`src/rtl/tdm_prbs_pkg.sv`:
```
package tdm_prbs_pkg;
  localparam logic [1:0] CTL_PRBS = 2'b10;

  function automatic int unsigned chan_count(input logic [1:0] rate);
    case (rate)
      2'd0:    return 32;
      2'd1:    return 64;
      default: return 128;
    endcase
  endfunction
endpackage

```
`src/rtl/tdm_prbs_lfsr.sv`:
```
module tdm_prbs_lfsr #(
  parameter int unsigned         W    = 15,
  parameter int unsigned         TAP  = 13,
  parameter logic [W-1:0]        SEED = '1
) (
  input  logic clk_i,
  input  logic rst_ni,
  input  logic step_i,
  input  logic reload_i,
  output logic bit_o
);
  logic [W-1:0] state_q;
  logic         fb;

  assign fb    = state_q[W-1] ^ state_q[TAP];
  assign bit_o = state_q[W-1];

  always_ff @(posedge clk_i or negedge rst_ni) begin
    if (!rst_ni)       state_q <= SEED;
    else if (step_i)   state_q <= {state_q[W-2:0], fb};
    else if (reload_i) state_q <= SEED;
  end

  a_r4_never_zero: assert property (@(posedge clk_i) disable iff (!rst_ni)
    state_q != '0);
  a_r8_reseed: assert property (@(posedge clk_i) disable iff (!rst_ni)
    (reload_i && !step_i) |=> state_q == SEED);
  a_r5_hold_idle: assert property (@(posedge clk_i) disable iff (!rst_ni)
    (!step_i && !reload_i) |=> $stable(state_q));
endmodule

```
`src/rtl/tdm_prbs_slot.sv`:
```
module tdm_prbs_slot #(
  parameter int unsigned BITS_PER_CHAN = 8,
  localparam int unsigned POS_W = $clog2(BITS_PER_CHAN)
) (
  input  logic clk_i,
  input  logic rst_ni,
  input  logic bit_en_i,
  input  logic frame_i,
  input  logic tx_en_i,
  output logic en_cur_o,
  output logic en_q_o
);
  logic [POS_W-1:0] pos_q, pos_cur;
  logic             en_q;

  // frame pulse forces bit 0 of a channel
  assign pos_cur  = frame_i ? '0 : pos_q;
  assign en_cur_o = (pos_cur == '0) ? tx_en_i : en_q;
  assign en_q_o   = en_q;

  always_ff @(posedge clk_i or negedge rst_ni) begin
    if (!rst_ni) begin
      pos_q <= '0;
      en_q  <= 1'b0;
    end else if (bit_en_i) begin
      pos_q <= (pos_cur == POS_W'(BITS_PER_CHAN - 1)) ? '0 : pos_cur + 1'b1;
      en_q  <= en_cur_o;
    end
  end

  a_r10_frame_realign: assert property (@(posedge clk_i) disable iff (!rst_ni)
    (bit_en_i && frame_i) |=> pos_q == POS_W'(1));
  a_r7_latch_mid_channel: assert property (@(posedge clk_i) disable iff (!rst_ni)
    (bit_en_i && !frame_i && pos_q != '0) |=> $stable(en_q));
  a_r7_idle_hold: assert property (@(posedge clk_i) disable iff (!rst_ni)
    !bit_en_i |=> ($stable(en_q) && $stable(pos_q)));
endmodule

```
`src/rtl/tdm_prbs_tx.sv`:
```
module tdm_prbs_tx
  import tdm_prbs_pkg::*;
#(
  parameter int unsigned CHAN_W        = 7,
  parameter int unsigned BITS_PER_CHAN = 8,
  parameter int unsigned LFSR_W        = 15,
  parameter int unsigned LFSR_TAP      = 13,
  parameter logic [LFSR_W-1:0] SEED    = '1
) (
  input  logic              clk_i,
  input  logic              rst_ni,
  input  logic              bit_en_i,
  input  logic              frame_i,
  input  logic [1:0]        rate_i,
  input  logic [CHAN_W-1:0] chan_i,
  input  logic              cm_mode_i,
  input  logic [1:0]        cm_ctl_i,
  input  logic              tx_en_i,
  input  logic              norm_bit_i,
  output logic              ser_o,
  output logic              prbs_o
);
  logic en_cur, en_q, in_range, flagged, active, prbs_bit;
  logic ser_q, prbs_q;

  tdm_prbs_slot #(.BITS_PER_CHAN(BITS_PER_CHAN)) u_slot (
    .clk_i, .rst_ni, .bit_en_i, .frame_i, .tx_en_i,
    .en_cur_o(en_cur), .en_q_o(en_q)
  );

  assign in_range = 32'(chan_i) < chan_count(rate_i);
  assign flagged  = cm_mode_i && (cm_ctl_i == CTL_PRBS);
  assign active   = en_cur && flagged && in_range;

  tdm_prbs_lfsr #(.W(LFSR_W), .TAP(LFSR_TAP), .SEED(SEED)) u_lfsr (
    .clk_i, .rst_ni,
    .step_i  (bit_en_i && active),
    .reload_i(!en_q),
    .bit_o   (prbs_bit)
  );

  always_ff @(posedge clk_i or negedge rst_ni) begin
    if (!rst_ni) begin
      ser_q  <= 1'b0;
      prbs_q <= 1'b0;
    end else if (bit_en_i) begin
      ser_q  <= active ? prbs_bit : norm_bit_i;
      prbs_q <= active;
    end
  end

  assign ser_o  = ser_q;
  assign prbs_o = prbs_q;

  a_r9_hold_between_bits: assert property (@(posedge clk_i) disable iff (!rst_ni)
    !bit_en_i |=> ($stable(ser_o) && $stable(prbs_o)));
  a_r2_needs_flag: assert property (@(posedge clk_i) disable iff (!rst_ni)
    (bit_en_i && !(cm_mode_i && cm_ctl_i == 2'b10)) |=> !prbs_o);
  a_r3_pass_through: assert property (@(posedge clk_i) disable iff (!rst_ni)
    (bit_en_i && !cm_mode_i) |=> ser_o == $past(norm_bit_i));
  a_r6_out_of_range: assert property (@(posedge clk_i) disable iff (!rst_ni)
    (bit_en_i && rate_i == 2'd0 && 32'(chan_i) >= 32) |=> !prbs_o);
endmodule

```
`config.mk`:
```
export PLATFORM = sky130hd
export DESIGN_NAME = tdm_prbs_tx
export DESIGN_NICKNAME = d
export VERILOG_FILES = /design/src/rtl/tdm_prbs_pkg.sv /design/src/rtl/tdm_prbs_lfsr.sv /design/src/rtl/tdm_prbs_slot.sv /design/src/rtl/tdm_prbs_tx.sv
export SDC_FILE = /design/constraint.sdc
export NUM_CORES = 1
export LEC_CHECK = 0
export BUFFER_PORTS_ARGS = -buffer_cell sky130_fd_sc_hd__buf_2
export CAP_MARGIN = 20
export CORE_ASPECT_RATIO = 1.2
export CORE_MARGIN = 3
export CORE_UTILIZATION = 55
export CTS_BUF_LIST = sky130_fd_sc_hd__clkbuf_8
export DETAILED_ROUTE_END_ITERATION = 6
export GPL_ROUTABILITY_DRIVEN = 0
export PLACE_DENSITY = 0.79
export SKIP_CTS_REPAIR_TIMING = 1
export SYNTH_ARGS = -nofsm -noshare
export SYNTH_HDL_FRONTEND = slang
export SYNTH_SLANG_ARGS = --single-unit
```
`constraint.sdc`:
```
create_clock -name clk_i -period 2.1 [get_ports clk_i]
set_input_delay 0.105 -clock clk_i [delete_from_list [all_inputs] [get_ports clk_i]]
set_output_delay 0.105 -clock clk_i [all_outputs]
set_load 0.02 [all_outputs]
```
==> results of run 1 <==
per-layer routing:
metal,track usage (%),vias up
met3,2.93,5
met4,9.49,0
li1,-,335
met1,18.3,322
met2,25.0,16
met5,0,-
final timing paths:
path	end	from	cells past startpoint	slack (ns)
worst max-delay path	u_lfsr.state_q[4]	u_slot.pos_q[0]	6	0.29
worst min-delay path	ser_o	norm_bit_i	3	0.15
worst max register to register	u_lfsr.state_q[4]	u_slot.pos_q[0]	6	0.29
worst min register to register	prbs_o	prbs_o	1	0.48
max in group asynchronous	u_lfsr.state_q[11]	rst_ni	2	1.45
min in group asynchronous	prbs_o	rst_ni	2	0.32
power groups by stage:
stage / clock [mW] / combinational, mW / sequential (mW)
2_1_floorplan: 0 / 0.0855 / 0.451
3_3_place_gp: 0 / 0.131 / 0.445
3_5_place_dp: 0 / 0.136 / 0.446
4_1_cts: 0.267 / 0.137 / 0.440
5_1_grt: 0.291 / 0.152 / 0.443
6_report: 0.261 / 0.136 / 0.440
flip-flops by register name (all words and copies together) (netlist names):
| name | cells |
|---|---|
| prbs_o | 1 |
| ser_o | 1 |
| u_lfsr.state_q | 15 |
| u_slot.en_q_o | 1 |
| u_slot.pos_q | 3 |
kinds of logic (layout without fill, tap and decap cells):
kind of cell | after synthesis | after routing | share of synthesized area (%)
AND/OR/NAND/NOR | 25 | 25 | 14.8
flip-flops | 21 | 21 | 48.8
multiplexers | 17 | 17 | 19.6
AO/OA/AOI/OAI | 13 | 13 | 9.20
buffers and inverters | 7 | 26 | 3.37
adder cells (fa/ha/maj) | 3 | 3 | 3.37
XOR/XNOR | 1 | 1 | 0.786
placed cells by master (no fill, tap or decap):
cell type      synthesis  routed
or2b_1                 4       4
a31oi_1                1       1
mux2_4                 8       8
dfstp_2               15      15
mux2_2                 7       7
nand2b_1              13      13
mux2i_1                2       2
o21ai_1                1       1
o21bai_1               1       1
buf_4                  0       3
a21oi_1                4       4
and4b_1                1       1
a21o_1                 1       1
clkinv_2               0       1
o21ai_0                1       1
nand2b_4               1       1
inv_1                  4       4
nand3_1                1       1
nor3_1                 1       1
buf_2                  0      14
a21bo_4                1       1
nor2_1                 2       2
dfrtp_1                6       6
nor2b_1                2       2
clkbuf_8               0       3
dlygate4sd3_1          0       1
o2111ai_1              1       1
xnor2_1                1       1
ha_1                   3       3
a21oi_4                1       1
a32o_1                 1       1
through the flow:
step | hold slack [ns] | worst slack, ns | util (%)
floorplan | -0.191 | 0.473 | -
global placement | 0.0749 | 0.292 | 64.6
detailed placement | 0.0772 | 0.253 | 64.6
CTS | -0.206 | 0.274 | 67.0
global route | 0.161 | 0.188 | 67.6
finish | 0.147 | 0.294 | 67.6
final cells by class:
cell class	instances	area share (%)
flip-flops and latches	21	43.0
multi-input cells	59	42.1
repair buffers	18	8.11
clock buffers	3	3.26
well taps	19	1.88
inverters	4	1.19
clock inverters	1	0.396
critical path, cell delays in order (launching register included):
cell      delay [ns]
dfrtp_1         0.35
nand2b_1        0.08
ha_1            0.23
a21bo_4         0.23
a21oi_4         0.30
buf_4           0.23
mux2_4          0.30
==> impl_metrics.toml, run 1 <==
[global_routing]
grt_pass1_vias = 699
overflow = 0
grt_usage_pct = 15.7
antenna_found_initial = 0
grt_pass1_wl_mm = 2.91
grt_max_degree = 22

[synthesis]
synth.area.top_cells = "dfstp_2 (35%), dfrtp_1 (13%), mux2_4 (11%)"
yosys_warnings = 0
yosysSeqAreaShare_pct = 48.8
synth_nets = 108
synth_cell_type_count = 28
synth_area_leader_cell = "dfstp_2"
syn_inst = 87
syn_area_per_cell_um2 = 12.8
synthArstFlopShare_pct = 100
syn_area_mm2 = 0.00111
synth_most_common_cell = "dfstp_2"
ys_ff_latch = 21
synth_top_area_share_pct = 35.4
synth-edff-count = 0
synth.cells.most_frequent = "dfstp_2 (15), nand2b_1 (13), mux2_4 (8), mux2_2 (7), dfrtp_1 (6)"
synth_flop_cell = "dfstp_2"

[cells_and_area]
n_fill_cell = 137
final_area_mm2 = 0.00126
area_growth_pct = 13.5
layout-drive-gt1-share_pct = 50.9
fin_cells = 125
multi_input_area_um2 = 533
regArea_um2 = 544
layout.nets = 128
antenna_cells = 0

[sta]
max_slew_margin_pct = 70.7
finClkSkew_ns = 0.000729
rsz0062_at_grt = "false"
setup_viol = 0
fmax_ghz = 0.554
tightest_slew_ns = 0.440
slew_violations = 0
finalHoldViolCount = 0
fin_crit_sh_pct = 86.0
finalCriticalPeriod_ns = 1.81
setup_tns_ns = 0

[route]
wire_per_inst_um = 13.6
via_count = 678
first_pass_iters = 3
drt-met1-wl_um = 693
wirelength_mm = 1.70
drt-vias-per-instance = 5.42
route.met2.wl_um = 884
top_layer = "met4"
first_iter_violations = 10
antenna_left = 0
drc_errors = 0
dr_wl_met3_um = 69

[clock_tree]
cts_inserted_buffers = 3
clockRootBuffer = "clkbuf_8"
cts_num_sinks = 21
clk_transition_reported_paths_ns = 0.07
cts_tree = "yes"
cts_buffer_depth = 2
h-tree-depth = 1
clkLatencyLatePin_ns = 0.26

[setup_path]
worst_setup_path_start_kind = "register"
end_kind = "register"
path_max_fanout = 9
arrival_ns = 2.00
critPathKind = "register to register"
cp.required_ns = 2.29

[power_and_ir_drop]
power_switching_uw = 214
irDropWorstVdd_v = 0.000507
power_density_mw_per_mm2 = 661
p_sw_share_pct = 25.6
power_frac_comb_pct = 16.2
power_frac_seq_pct = 52.6
leakagePower_nw = 0.535
p_total_uw = 836
p_int_uw = 622
clkPwrFrac_pct = 31.2

[status]
outcome = "finished clean"

[placement]
dp_hpwl_mm = 1.28
port_buffers = 14
dp.cells = 120
place_area_mm2 = 0.00121

[floorplan]
io_pins = 20
std_cell_rows = 17
die_h_um = 55.3
die_w_um = 47.1
dieArea_mm2 = 0.00261
start_util_pct = 59.6
fp.coreArea_mm2 = 0.00187

[worst_hold_path]
min_path_type = "primary input to register"

[job]
drv_cap = 0
No activity file was read; power rests on OpenSTA's default activity.
==> run 2, diff against run 1 <==
--- a/config.mk
+++ b/config.mk
@@ -9,11 +9,12 @@
 export CAP_MARGIN = 20
 export CORE_ASPECT_RATIO = 1.2
 export CORE_MARGIN = 3
-export CORE_UTILIZATION = 55
+export CORE_UTILIZATION = 57
 export CTS_BUF_LIST = sky130_fd_sc_hd__clkbuf_8
 export DETAILED_ROUTE_END_ITERATION = 6
 export GPL_ROUTABILITY_DRIVEN = 0
-export PLACE_DENSITY = 0.79
+export PLACE_DENSITY = 0.81
+export REMOVE_ABC_BUFFERS = 1
 export SKIP_CTS_REPAIR_TIMING = 1
 export SYNTH_ARGS = -nofsm -noshare
 export SYNTH_HDL_FRONTEND = slang
==> run 2 against run 1 <==
Core utilization up 4.5 points. Fmax is 4.9% higher. Flip-flop and latch count is the same. First-iteration DRC count decreased by 30%. Die area is 3.1% lower. Critical path depth did not move. Total power fell by 1.4%. Cell area down 0.79%. Global-route usage is 1.6 points higher. Critical endpoint is now u_lfsr.state_q[13]. Highest routed layer unchanged.
==> impl_metrics.toml, run 2 (synthesis results as in run 1) <==
[status]
outcome = "finished clean"

[clock_tree]
cts_buffer_depth = 2
cts_num_sinks = 21
cts_tree = "yes"
cts_inserted_buffers = 3
clockRootBuffer = "clkbuf_8"
h-tree-depth = 1
clkLatencyLatePin_ns = 0.25
clk_transition_reported_paths_ns = 0.07

[job]
drv_cap = 0

[setup_path]
cp_slowest_stage_delay_ns = 0.37
end_kind = "register"
arrival_ns = 1.91
crit_cells = 6
path_max_fanout = 16
crit_start = "u_slot.pos_q[0]"
cp-endpoint = "u_lfsr.state_q[13]"
critPathKind = "register to register"
timing.critical_path.slowest_stage_cell = "mux2_2"
cp.required_ns = 2.28
rrSetupSlack_ns = 0.38
r2r-end = "u_lfsr.state_q[13]"
r2r.worst_path.cells = 6
crit_chain = "nand2b_1 -> ha_1 -> a21bo_4 -> a21oi_4 -> buf_4 -> mux2_2"
crit_buf_inv = 1
path_delay_family = "multiplexers"
worst_setup_path_start_kind = "register"
r2r_start = "u_slot.pos_q[0]"

[cells_and_area]
layout.nets = 127
top_regs = "u_lfsr.state_q: 15 flops, u_slot.pos_q: 3 flops"
area_growth_pct = 12.6
antenna_cells = 0
layout-drive-gt1-share_pct = 49.5
largest_register = "u_lfsr.state_q"
final_common_cell = "dfstp_2"
final_cell_mix = "dfstp_2 (15), buf_2 (14), nand2b_1 (13), mux2_4 (8), mux2_2 (7)"
largest_reg_flops = 15

[floorplan]
die_w_um = 46.4
die_h_um = 54.4
dieArea_mm2 = 0.00252
start_util_pct = 64.0
std_cell_rows = 16
io_pins = 20
fp.coreArea_mm2 = 0.00174

[power_and_ir_drop]
irDropWorstVdd_v = 0.000410
p_total_uw = 824
power_density_mw_per_mm2 = 657
clkPwrFrac_pct = 30.3
p_int_uw = 619
power_frac_seq_pct = 53.4
p_sw_share_pct = 24.9
power_frac_comb_pct = 16.4
power_switching_uw = 205
leakagePower_nw = 0.531

[sta]
finalHoldViolCount = 0
max_slew_margin_pct = 70.3
finalCriticalPeriod_ns = 1.72
setup_viol = 0
finClkSkew_ns = 0.00482
tightest_slew_ns = 0.446
fin_crit_sh_pct = 82.0
slew_violations = 0
fmax_ghz = 0.581
rsz0062_at_grt = "false"
setup_tns_ns = 0

[global_routing]
grt_max_degree = 22
grt_pass1_vias = 757
antenna_found_initial = 0
overflow = 0
grt_usage_pct = 17.3
grt_pass1_wl_mm = 3.09

[route]
drt-vias-per-instance = 5.50
via_count = 677
antenna_left = 0
first_iter_violations = 7
drc_errors = 0
wirelength_mm = 1.72
first_pass_iters = 4
wire_per_inst_um = 14.0

[placement]
dp_hpwl_mm = 1.26
port_buffers = 14

[worst_hold_path]
min_path_type = "primary input to register"
-- run 2: cell types whose count changed in the layout (fill, tap and decap cells not counted), sizes merged --
cell and delta:
buf -1, clkinv -1, inv +1
-- run 2: stage by stage --
stage                     area, µm²  instances  hold WS, ns  util, %  setup WS [ns]
after global routing           1250        123        0.186     72.1          0.277
after CTS                      1240        122       -0.197     71.5          0.373
after global placement         1200        118       0.0691     68.9          0.377
final                          1250        123        0.147     72.1          0.377
after floorplan                1090         84       -0.191        -          0.369
after detailed placement       1200        118       0.0720     68.9          0.337
-- run 2: power groups by stage --
stage / clock [mW] / combinational (mW) / sequential [mW]
after floorplan: 0 / 0.0722 / 0.459
after global routing: 0.276 / 0.153 / 0.443
after CTS: 0.255 / 0.136 / 0.440
after detailed placement: 0 / 0.136 / 0.447
after global placement: 0 / 0.130 / 0.445
final: 0.249 / 0.135 / 0.440
-- run 2: worst min path at each step --
| stage | startpoint | end | slack (ns) | depth (start not counted) |
|---|---|---|---|---|
| after floorplan | rst_ni | prbs_o | -0.19 | 0 |
| after global placement | rst_ni | prbs_o | 0.07 | 1 |
| after detailed placement | rst_ni | prbs_o | 0.07 | 1 |
| after CTS | rst_ni | ser_o | -0.20 | 1 |
| after global routing | norm_bit_i | ser_o | 0.19 | 3 |
| final | norm_bit_i | ser_o | 0.15 | 3 |
-- run 2: worst reg2reg max path: cells and delay by family (launching register included) --
| family | cells | cell delay [ns] |
|---|---|---|
| muxes | 1 | 0.38 |
| AOI/OAI and AO/OA | 2 | 0.36 |
| DFF | 1 | 0.35 |
| buffers and inverters | 1 | 0.27 |
| adders and majority gates | 1 | 0.22 |
| and+or+nand+nor | 1 | 0.08 |
-- run 2: layer usage --
layer	GRT usage [%]	up-vias	wire [µm]	part of all wire, %
met1	19.8	328	755	44
met3	3.29	2	60	3.5
met5	0	-	0	0
li1	-	334	-	-
met2	30.0	13	889	52
met4	8.53	0	14	0.81
-- run 2: layout make-up --
class / instances / area (µm²)
clock buffer: 3 / 41.3
clock inverter: 1 / 3.75
fill: 119 / 487
inverter: 4 / 15.0
multi-input combinational: 59 / 533
sequential: 21 / 544
tap: 18 / 22.5
timing repair buffer: 17 / 95.1
